### config.mk
export PLATFORM = sky130hd
export DESIGN_NAME = oob_cmpl_timer
export DESIGN_NICKNAME = d
export VERILOG_FILES = /design/src/rtl/oob_tmo_pkg.sv /design/src/rtl/oob_tmo_limit_sel.sv /design/src/rtl/oob_tmo_counter.sv /design/src/rtl/oob_tmo_qualify.sv /design/src/rtl/oob_cmpl_timer.sv
export SDC_FILE = /design/constraint.sdc
export NUM_CORES = 1
export LEC_CHECK = 0
export BUFFER_PORTS_ARGS = -buffer_cell sky130_fd_sc_hd__buf_2
export CORE_AREA = 3 3 72 74
export CTS_CLUSTER_DIAMETER = 200
export CTS_CLUSTER_SIZE = 12
export DETAILED_ROUTE_END_ITERATION = 12
export DIE_AREA = 0 0 75 77
export PLACE_DENSITY = 0.57
export SYNTH_ARGS = -nofsm -noshare
export SYNTH_HDL_FRONTEND = slang
export SYNTH_HIERARCHICAL = 1
export SYNTH_SLANG_ARGS = --single-unit
### constraint.sdc
create_clock -name clk -period 3.4 [get_ports clk]
set_clock_uncertainty 0.05 [all_clocks]
set_input_delay 0.68 -clock clk [delete_from_list [all_inputs] [get_ports clk]]
set_output_delay 0.68 -clock clk [all_outputs]
set_load 0.1 [all_outputs]
### src/rtl/oob_tmo_pkg.sv
package oob_tmo_pkg;

   typedef enum logic {
      SEQ_RESET = 1'b0,
      SEQ_WAKE  = 1'b1
   } oob_seq_e;

   typedef enum logic [1:0] {
      GEN_ONE   = 2'd0,
      GEN_TWO   = 2'd1,
      GEN_THREE = 2'd2,
      GEN_RSVD  = 2'd3
   } link_gen_e;

   // Transmit electrical-idle control mode code for clock-synchronous operation
   localparam logic IDLE_CTRL_SYNC = 1'b0;

   // Table entries: {generation, sequence}
   localparam int unsigned TBL_ENTRIES = 8;

   function automatic int unsigned max2(int unsigned a, int unsigned b);
      return (a > b) ? a : b;
   endfunction

endpackage

### src/rtl/oob_tmo_limit_sel.sv
module oob_tmo_limit_sel
   import oob_tmo_pkg::*;
#(
   parameter int unsigned CYC_RST_G1   = 1200,
   parameter int unsigned CYC_RST_G2   = 2400,
   parameter int unsigned CYC_RST_G3   = 4800,
   parameter int unsigned CYC_WAKE_G1  = 600,
   parameter int unsigned CYC_WAKE_G2  = 1200,
   parameter int unsigned CYC_WAKE_G3  = 2400,
   parameter bit          RSVD_AS_GEN3 = 1'b1,
   parameter int unsigned CNT_W        = 13
) (
   input  logic [1:0]       gen,
   input  logic             seq,
   output logic [CNT_W-1:0] limit
);

   function automatic int unsigned entry_len(int unsigned g, int unsigned s);
      case (g)
         0:       return (s != 0) ? CYC_WAKE_G1 : CYC_RST_G1;
         1:       return (s != 0) ? CYC_WAKE_G2 : CYC_RST_G2;
         default: return (s != 0) ? CYC_WAKE_G3 : CYC_RST_G3;
      endcase
   endfunction

   logic [CNT_W-1:0] len_tbl [TBL_ENTRIES];
   logic [1:0]       eff_gen;

   for (genvar e = 0; e < TBL_ENTRIES; e++) begin : g_tbl
      assign len_tbl[e] = CNT_W'(entry_len(e / 2, e % 2));
   end

   if (RSVD_AS_GEN3) begin : g_rsvd_top
      assign eff_gen = (gen == GEN_RSVD) ? GEN_THREE : gen;
   end else begin : g_rsvd_low
      assign eff_gen = (gen == GEN_RSVD) ? GEN_ONE : gen;
   end

   assign limit = len_tbl[{eff_gen, seq}];

   always_comb begin
      AST_LIMIT_FLOOR: assert (limit >= CNT_W'(2)) else $error("terminal count below 2");
   end

endmodule

### src/rtl/oob_tmo_counter.sv
module oob_tmo_counter #(
   parameter int unsigned CNT_W = 13
) (
   input  logic             clk,
   input  logic             rst_n,
   input  logic             start,
   input  logic             run,
   input  logic             stop,
   input  logic [CNT_W-1:0] limit,
   output logic             expire
);

   logic [CNT_W-1:0] cnt_q;
   logic [CNT_W-1:0] lim_q;

   always_ff @(posedge clk or negedge rst_n) begin
      if (!rst_n) begin
         cnt_q <= '0;
         lim_q <= '0;
      end else if (start) begin
         cnt_q <= '0;
         lim_q <= limit;
      end else if (stop) begin
         cnt_q <= '0;
      end else if (run) begin
         cnt_q <= cnt_q + 1'b1;
      end
   end

   assign expire = run && (cnt_q == lim_q - 1'b1);

   AST_CNT_BELOW_LIMIT: assert property (@(posedge clk) disable iff (!rst_n)
      run |-> (cnt_q < lim_q)) else $error("counter passed terminal count");

   AST_START_CLEARS: assert property (@(posedge clk) disable iff (!rst_n)
      start |=> (cnt_q == '0)) else $error("counter not cleared on start");

endmodule

### src/rtl/oob_tmo_qualify.sv
module oob_tmo_qualify (
   input  logic clk,
   input  logic rst_n,
   input  logic start,
   input  logic busy,
   input  logic xcvr_done,
   output logic hit
);

   // arm_q: the raw strobe has been seen low since the request began
   logic arm_q;

   always_ff @(posedge clk or negedge rst_n) begin
      if (!rst_n) begin
         arm_q <= 1'b0;
      end else if (start) begin
         arm_q <= !xcvr_done;
      end else if (!busy) begin
         arm_q <= 1'b0;
      end else if (!xcvr_done) begin
         arm_q <= 1'b1;
      end
   end

   assign hit = busy && arm_q && xcvr_done;

   AST_STALE_MASKED: assert property (@(posedge clk) disable iff (!rst_n)
      (start && xcvr_done) |=> !hit) else $error("stale strobe accepted");

   AST_HELD_LEVEL_MASKED: assert property (@(posedge clk) disable iff (!rst_n)
      (busy && !arm_q && xcvr_done) |=> !hit) else $error("held level accepted");

endmodule

### src/rtl/oob_cmpl_timer.sv
module oob_cmpl_timer
   import oob_tmo_pkg::*;
#(
   parameter int unsigned CYC_RST_G1   = 1200,
   parameter int unsigned CYC_RST_G2   = 2400,
   parameter int unsigned CYC_RST_G3   = 4800,
   parameter int unsigned CYC_WAKE_G1  = 600,
   parameter int unsigned CYC_WAKE_G2  = 1200,
   parameter int unsigned CYC_WAKE_G3  = 2400,
   parameter bit          RSVD_AS_GEN3 = 1'b1
) (
   input  logic       clk,
   input  logic       rst_n,
   input  logic       req_valid,
   input  logic       req_seq,
   input  logic [1:0] req_gen,
   output logic       req_ready,
   input  logic       xcvr_done,
   output logic       done_pulse,
   output logic       busy,
   output logic       tx_idle_mode
);

   localparam int unsigned CNT_MAX = max2(max2(max2(CYC_RST_G1, CYC_RST_G2), max2(CYC_RST_G3, CYC_WAKE_G1)),
                                          max2(CYC_WAKE_G2, CYC_WAKE_G3));
   localparam int unsigned CNT_W   = $clog2(CNT_MAX + 1);

   if (CYC_RST_G1 < 2 || CYC_RST_G2 < 2 || CYC_RST_G3 < 2 ||
       CYC_WAKE_G1 < 2 || CYC_WAKE_G2 < 2 || CYC_WAKE_G3 < 2) begin : g_bad_len
      $error("every terminal count must be at least 2 cycles");
   end

   logic [CNT_W-1:0] limit;
   logic             accept;
   logic             expire;
   logic             hit;
   logic             finish;
   logic             busy_q;
   logic             done_q;

   assign accept = req_valid && !busy_q;
   assign finish = expire || hit;

   oob_tmo_limit_sel #(
      .CYC_RST_G1  (CYC_RST_G1),
      .CYC_RST_G2  (CYC_RST_G2),
      .CYC_RST_G3  (CYC_RST_G3),
      .CYC_WAKE_G1 (CYC_WAKE_G1),
      .CYC_WAKE_G2 (CYC_WAKE_G2),
      .CYC_WAKE_G3 (CYC_WAKE_G3),
      .RSVD_AS_GEN3(RSVD_AS_GEN3),
      .CNT_W       (CNT_W)
   ) i_limit_sel (
      .gen  (req_gen),
      .seq  (req_seq),
      .limit(limit)
   );

   oob_tmo_counter #(
      .CNT_W(CNT_W)
   ) i_counter (
      .clk   (clk),
      .rst_n (rst_n),
      .start (accept),
      .run   (busy_q),
      .stop  (finish),
      .limit (limit),
      .expire(expire)
   );

   oob_tmo_qualify i_qualify (
      .clk      (clk),
      .rst_n    (rst_n),
      .start    (accept),
      .busy     (busy_q),
      .xcvr_done(xcvr_done),
      .hit      (hit)
   );

   always_ff @(posedge clk or negedge rst_n) begin
      if (!rst_n) begin
         busy_q <= 1'b0;
         done_q <= 1'b0;
      end else begin
         done_q <= finish;
         if (accept) begin
            busy_q <= 1'b1;
         end else if (finish) begin
            busy_q <= 1'b0;
         end
      end
   end

   assign busy         = busy_q;
   assign req_ready    = !busy_q;
   assign done_pulse   = done_q;
   assign tx_idle_mode = IDLE_CTRL_SYNC;

   AST_DONE_SINGLE: assert property (@(posedge clk) disable iff (!rst_n)
      done_pulse |=> !done_pulse) else $error("completion strobe longer than one cycle");

   AST_DONE_DROPS_BUSY: assert property (@(posedge clk) disable iff (!rst_n)
      done_pulse |-> !busy) else $error("busy still set with completion");

   AST_DONE_NEEDS_BUSY: assert property (@(posedge clk) disable iff (!rst_n)
      done_pulse |-> $past(busy)) else $error("completion without a request");

   AST_ACCEPT_SETS_BUSY: assert property (@(posedge clk) disable iff (!rst_n)
      (req_valid && req_ready) |=> (busy && !done_pulse)) else $error("accepted request not busy");

endmodule

# ---- After elaboration in Yosys (flattened, before gate mapping)
# Memories as Yosys holds them, arrays and structs flattened. A register that Yosys moved wholly into a read port is not among the register bits.
# Cells that the tools add are included.
dict set report op_classes {
  add_sub_neg 2
  eq_ne 3
  muxes 9
  bitwise_logic 1
  reduce_logical 10
}
# cell count
set op_table {}
lappend op_table {{2-to-1 mux 13 bit} 3}
lappend op_table {{adder 13 x 1 -> 13 bit (second input constant)} 1}
lappend op_table {{== test 13 bit} 1}
lappend op_table {{subtractor 13 x 1 -> 13 bit (second input constant)} 1}
lappend op_table {{2-to-1 mux 1 bit} 5}
lappend op_table {{logical AND 1 bit} 4}
lappend op_table {{inverter 3 -> 4 bit} 1}
lappend op_table {{logical NOT 1 bit} 3}
lappend op_table {{!= test 3 bit (second input constant)} 1}
lappend op_table {{nonzero test 3 bit} 1}
lappend op_table {{== test 2 bit (second input constant)} 1}
lappend op_table {{2-to-1 mux 2 bit} 1}
lappend op_table {{nonzero test 2 bit} 1}
lappend op_table {{logical OR 1 bit} 1}
dict set report totals {
  reg_bits 16
  rom_bits 104
  output_inout_bits 4
  word_cells 30
  memories 1
}
# memory depth word_bits read_ports rd_ports_with_merged_regs write_ports line
set mem_list {}
lappend mem_list {{(no name shown)} 8 13 1 1 0 oob_tmo_limit_sel.sv:39} ;# assign limit = len_tbl[{eff_gen, seq}];

# ---- Longest topological paths before layout
dict set report depth {
  word_depth 6
  ltp_mapped 12
  mapped_depth_nobuf 11
}

# ---- Cells and area by module
# Netlist, hierarchy kept.
# module n_inst cells_each area_each_um2 seq_area_each_um2
set modules_own_cells {}
lappend modules_own_cells {oob_tmo_counter 1 156 1520.2 650.6}
lappend modules_own_cells {oob_tmo_limit_sel 1 21 148.9 0.0}
lappend modules_own_cells {oob_cmpl_timer 1 8 91.3 50.0}
lappend modules_own_cells {oob_tmo_qualify 1 5 50.0 25.0}

# ---- Worst setup path before layout
# OpenSTA, ideal clock, no wires.
dict set report synth_path {
  path_kind {reg-to-reg}
  startpoint {register i_counter.lim_q[0]}
  endpoint {register i_counter.cnt_q[1]}
  t_arrival_ns 2.909
  required_ns 3.276
  slack_ns 0.367
  path_stages_with_launch 13
  n_path_buf 1
  path_cell_list {dfrtp_1 > inv_1 > ha_1 > or4b_2 > nor3_1 > xor2_1 > o221ai_1 > a22oi_1 > a211oi_2 > or2_4 > or2_2 > clkbuf_1 > nor2_1}
}
dict set report synth_between {
  elab_chain_len 6
  word_cells_on_any_way 7
  cone_classes {add/sub: 1; eq/ne: 1; mux: 2; reduce/logical: 3}
}
# item line
set synth_rtl {}
lappend synth_rtl {{start: declaration} oob_tmo_counter.sv:14} ;# logic [CNT_W-1:0] lim_q;
lappend synth_rtl {{subtractor 13 x 1 -> 13 bit *} oob_tmo_counter.sv:30} ;# assign expire = run && (cnt_q == lim_q - 1'b1);
lappend synth_rtl {{== test 13 bit *} oob_tmo_counter.sv:30}
lappend synth_rtl {{logical AND 1 bit *} oob_tmo_counter.sv:30}
lappend synth_rtl {{named net expire} oob_cmpl_timer.sv:35} ;# logic expire;
lappend synth_rtl {{logical OR 1 bit *} oob_cmpl_timer.sv:42} ;# assign finish = expire || hit;
lappend synth_rtl {{named net finish} oob_cmpl_timer.sv:37} ;# logic finish;
lappend synth_rtl {{2-to-1 mux 13 bit} oob_tmo_counter.sv:23} ;# end else if (stop) begin
lappend synth_rtl {{2-to-1 mux 13 bit} oob_tmo_counter.sv:20} ;# end else if (start) begin
lappend synth_rtl {{end signal: assignment} oob_tmo_counter.sv:26} ;# cnt_q <= cnt_q + 1'b1;
lappend synth_rtl {{end: declaration} oob_tmo_counter.sv:13} ;# logic [CNT_W-1:0] cnt_q;
# The timed path passes the listed nets; every way through them passes the cells marked *.
# A chain may end at the register's enable or synchronous reset.

# ---- Worst setup path after layout
dict set report layout_path {
  startpoint {register i_counter.lim_q[0]}
  endpoint {register i_counter.cnt_q[0]}
}
# The elaborated chain is that of the path after synthesis.

==> reports/qor.yml <==
hpwl_mm: 2.45
place_ws_ns: 0.244
critPathCaptureType: "flop"
diodes: 0
final_common_cell: "dfrtp_1"
drt-initial-drc-count: 46
r2r-start: "i_counter/lim_q[0]"
clock_sinks: 29
initial_core_util_pct: 38.8
via_per_inst: 5.20
syn_area_sq_um: 1810
rsz0062_at_grt: "false"
max-cap-violations: 0
die_area_sq_um: 5780
wl_mm: 3.39
powerDensity_nw_per_um2: 780
synth-seq-area-share_pct: 40.1
vdd.ir_drop.worst_mv: 0.283
grt_pass1_vias: 1236
root_buffer: "clkbuf_8"
io_pins: 11
grt_max_degree: 30
yosys-top-cells-area: "dfrtp_1 40%, xor2_1 7.3%, mux2_2 6.8%"
netlist.area_leader.share_pct: 40.1
io_buffers: 9
fp.dieW_microns: 75
place_area_sq_um: 1880
fin_crit_sh_pct: 93.8
syn_inst: 190
fin_area_sq_um: 1980
grt.overflow.total: 0
wire_per_inst_microns: 13.4
ant_nets: 0
worst_pin_slew_ns: 0.683
critPathLaunch: "i_counter/lim_q[0]"
critPathKind: "reg2reg"
path_max_fanout: 13
ctsHoldBuffers: 0
grt_pass1_wl_mm: 5.80
clk_latency_ns: 0.28
max_slew_margin_pct: 54.4
layout_common_cells: "29 x dfrtp_1, 16 x nor2_1, 15 x xor2_1"
path_clk_slew_ns: 0.06
core_area_sq_um: 4660
post-route-worst-setup-slack_ns: 0.210
ys_types: 46
rows: 25
ys_ff_latch: 29
die_y_microns: 77
final_nets: 210
grt.total_usage_pct: 13.2
status: "completed"
slew_viol_final: 0
drive_gt1_share_pct: 21.1
place_congestion: 0.731
numCtsBuffers: 5
h-tree-depth: 2
setup_viol: 0
synth_top_area_cell: "dfrtp_1"
drc_errors: 0
cts_buffer_depth: 2
hold_violations: 0
syn2layout_area_growth_pct: 9.54
syn_area_per_cell_sq_um: 9.53
cp-start-kind: "flop"
hold_path.class: "in2async"
p_leak_nw: 0.861
drt-pass1-iter-count: 4
fmax_ghz: 0.314
vias: 1315
antenna_found_initial: 0
yosys_warnings: 6
crit_arrival_ns: 3.34
period_needed_ns: 3.19
cts_tree: "yes"
required_ns: 3.55
tns_ns: 0
cell families after synthesis:
| logic type | after synthesis | synth area share (%) |
|---|---|---|
| compound gates | 24 | 9.12 |
| xor+xnor | 21 | 10.2 |
| fa+ha+maj | 5 | 3.46 |
| buf+inv | 18 | 4.84 |
| flops | 29 | 40.1 |
| mux | 12 | 7.39 |
| other cells | 2 | 0.415 |
| simple gates | 79 | 24.5 |
area by class of cell:
| type | instances | area [sq um] |
|---|---|---|
| Multi-Input combinational cell | 145 | 1010 |
| Sequential cell | 29 | 726 |
| Clock buffer | 7 | 96.3 |
| Timing Repair Buffer | 10 | 52.6 |
| Inverter | 7 | 26.3 |
| Clock inverter | 1 | 5.00 |
| Tap cell | 54 | 67.6 |
| Fill cell | 459 | 2680 |
sequential cells by signal, summed over array words and instances (netlist names):
signal and count:
busy 1, i_counter/lim_q 13, done_pulse 1, i_counter/cnt_q 13, i_qualify/arm_q 1
synth_stat cells (all sizes together):
cell type	number
o2111ai	1
xnor2	6
or3b	2
nor2	16
xor2	15
mux2	11
nand4b	1
o221ai	2
clkbuf	5
nand4	7
nor4	1
a22oi	1
o21ai	7
nand2b	3
conb	2
mux2i	1
or4b	1
nand3	4
nor3	4
nand3b	1
ha	5
or3	9
or2	5
o211ai	1
a21oi	8
a311o	1
buf	6
a211oi	2
inv	7
nor4b	2
o21bai	1
nand2	14
nor2b	3
and2b	1
or4	2
and3	3
dfrtp	29
metal layers:
layer  global-route usage (%)  up-vias  part of all wire, %
met5                        0        -                    0
met4                     5.87        0                    0
met3                     3.93        0                  4.0
met2                     19.1       16                   46
met1                     17.8      626                   50
li1                         -      673                    -
worst paths after layout:
kind	end	slack (ns)	cells past startpoint
min in group clk	i_counter/lim_q[12]	0.50	1
hold reg to reg	i_counter/lim_q[12]	0.50	1
hold / removal	i_counter/lim_q[12]	0.39	1
setup reg to reg	i_counter/cnt_q[0]	0.21	11
max in group asynchronous	i_counter/cnt_q[1]	2.47	1
setup / recovery	i_counter/cnt_q[0]	0.21	11
critical path: stages, from the launching register on:
cell and delay, ns:
dfrtp_1 0.40, inv_1 0.08, ha_1 0.21, or4b_2 0.66
nor2_1 0.28, xnor2_1 0.16, o221ai_1 0.14, o2111ai_1 0.24
a211oi_2 0.06, or2_4 0.24, or2_2 0.42, nor2_1 0.15
through the flow:
step	hold WS [ns]	std cells	total power [mW]	utilization (%)
after detailed placement	0.489	245	1.24	40.3
final	0.389	253	1.55	42.6
after floorplan	0.334	192	1.11	-
after global routing	0.435	253	1.68	42.6
after global placement	0.488	245	1.23	40.3
after CTS	0.405	253	1.56	42.4
power by group:
| part | total [mW] | internal (mW) | switching, mW |
|---|---|---|---|
| Sequential | 0.602 | 0.450 | 0.153 |
| Combinational | 0.631 | 0.266 | 0.365 |
| Clock | 0.313 | 0.183 | 0.130 |
timing repair:
action	4_1_cts	5_1_grt
setup endpoints to repair	0	11
setup buffers	0	0
gates resized for setup	0	1
endpoints found under the hold margin	0	0
(Power assumes the default switching activity.)
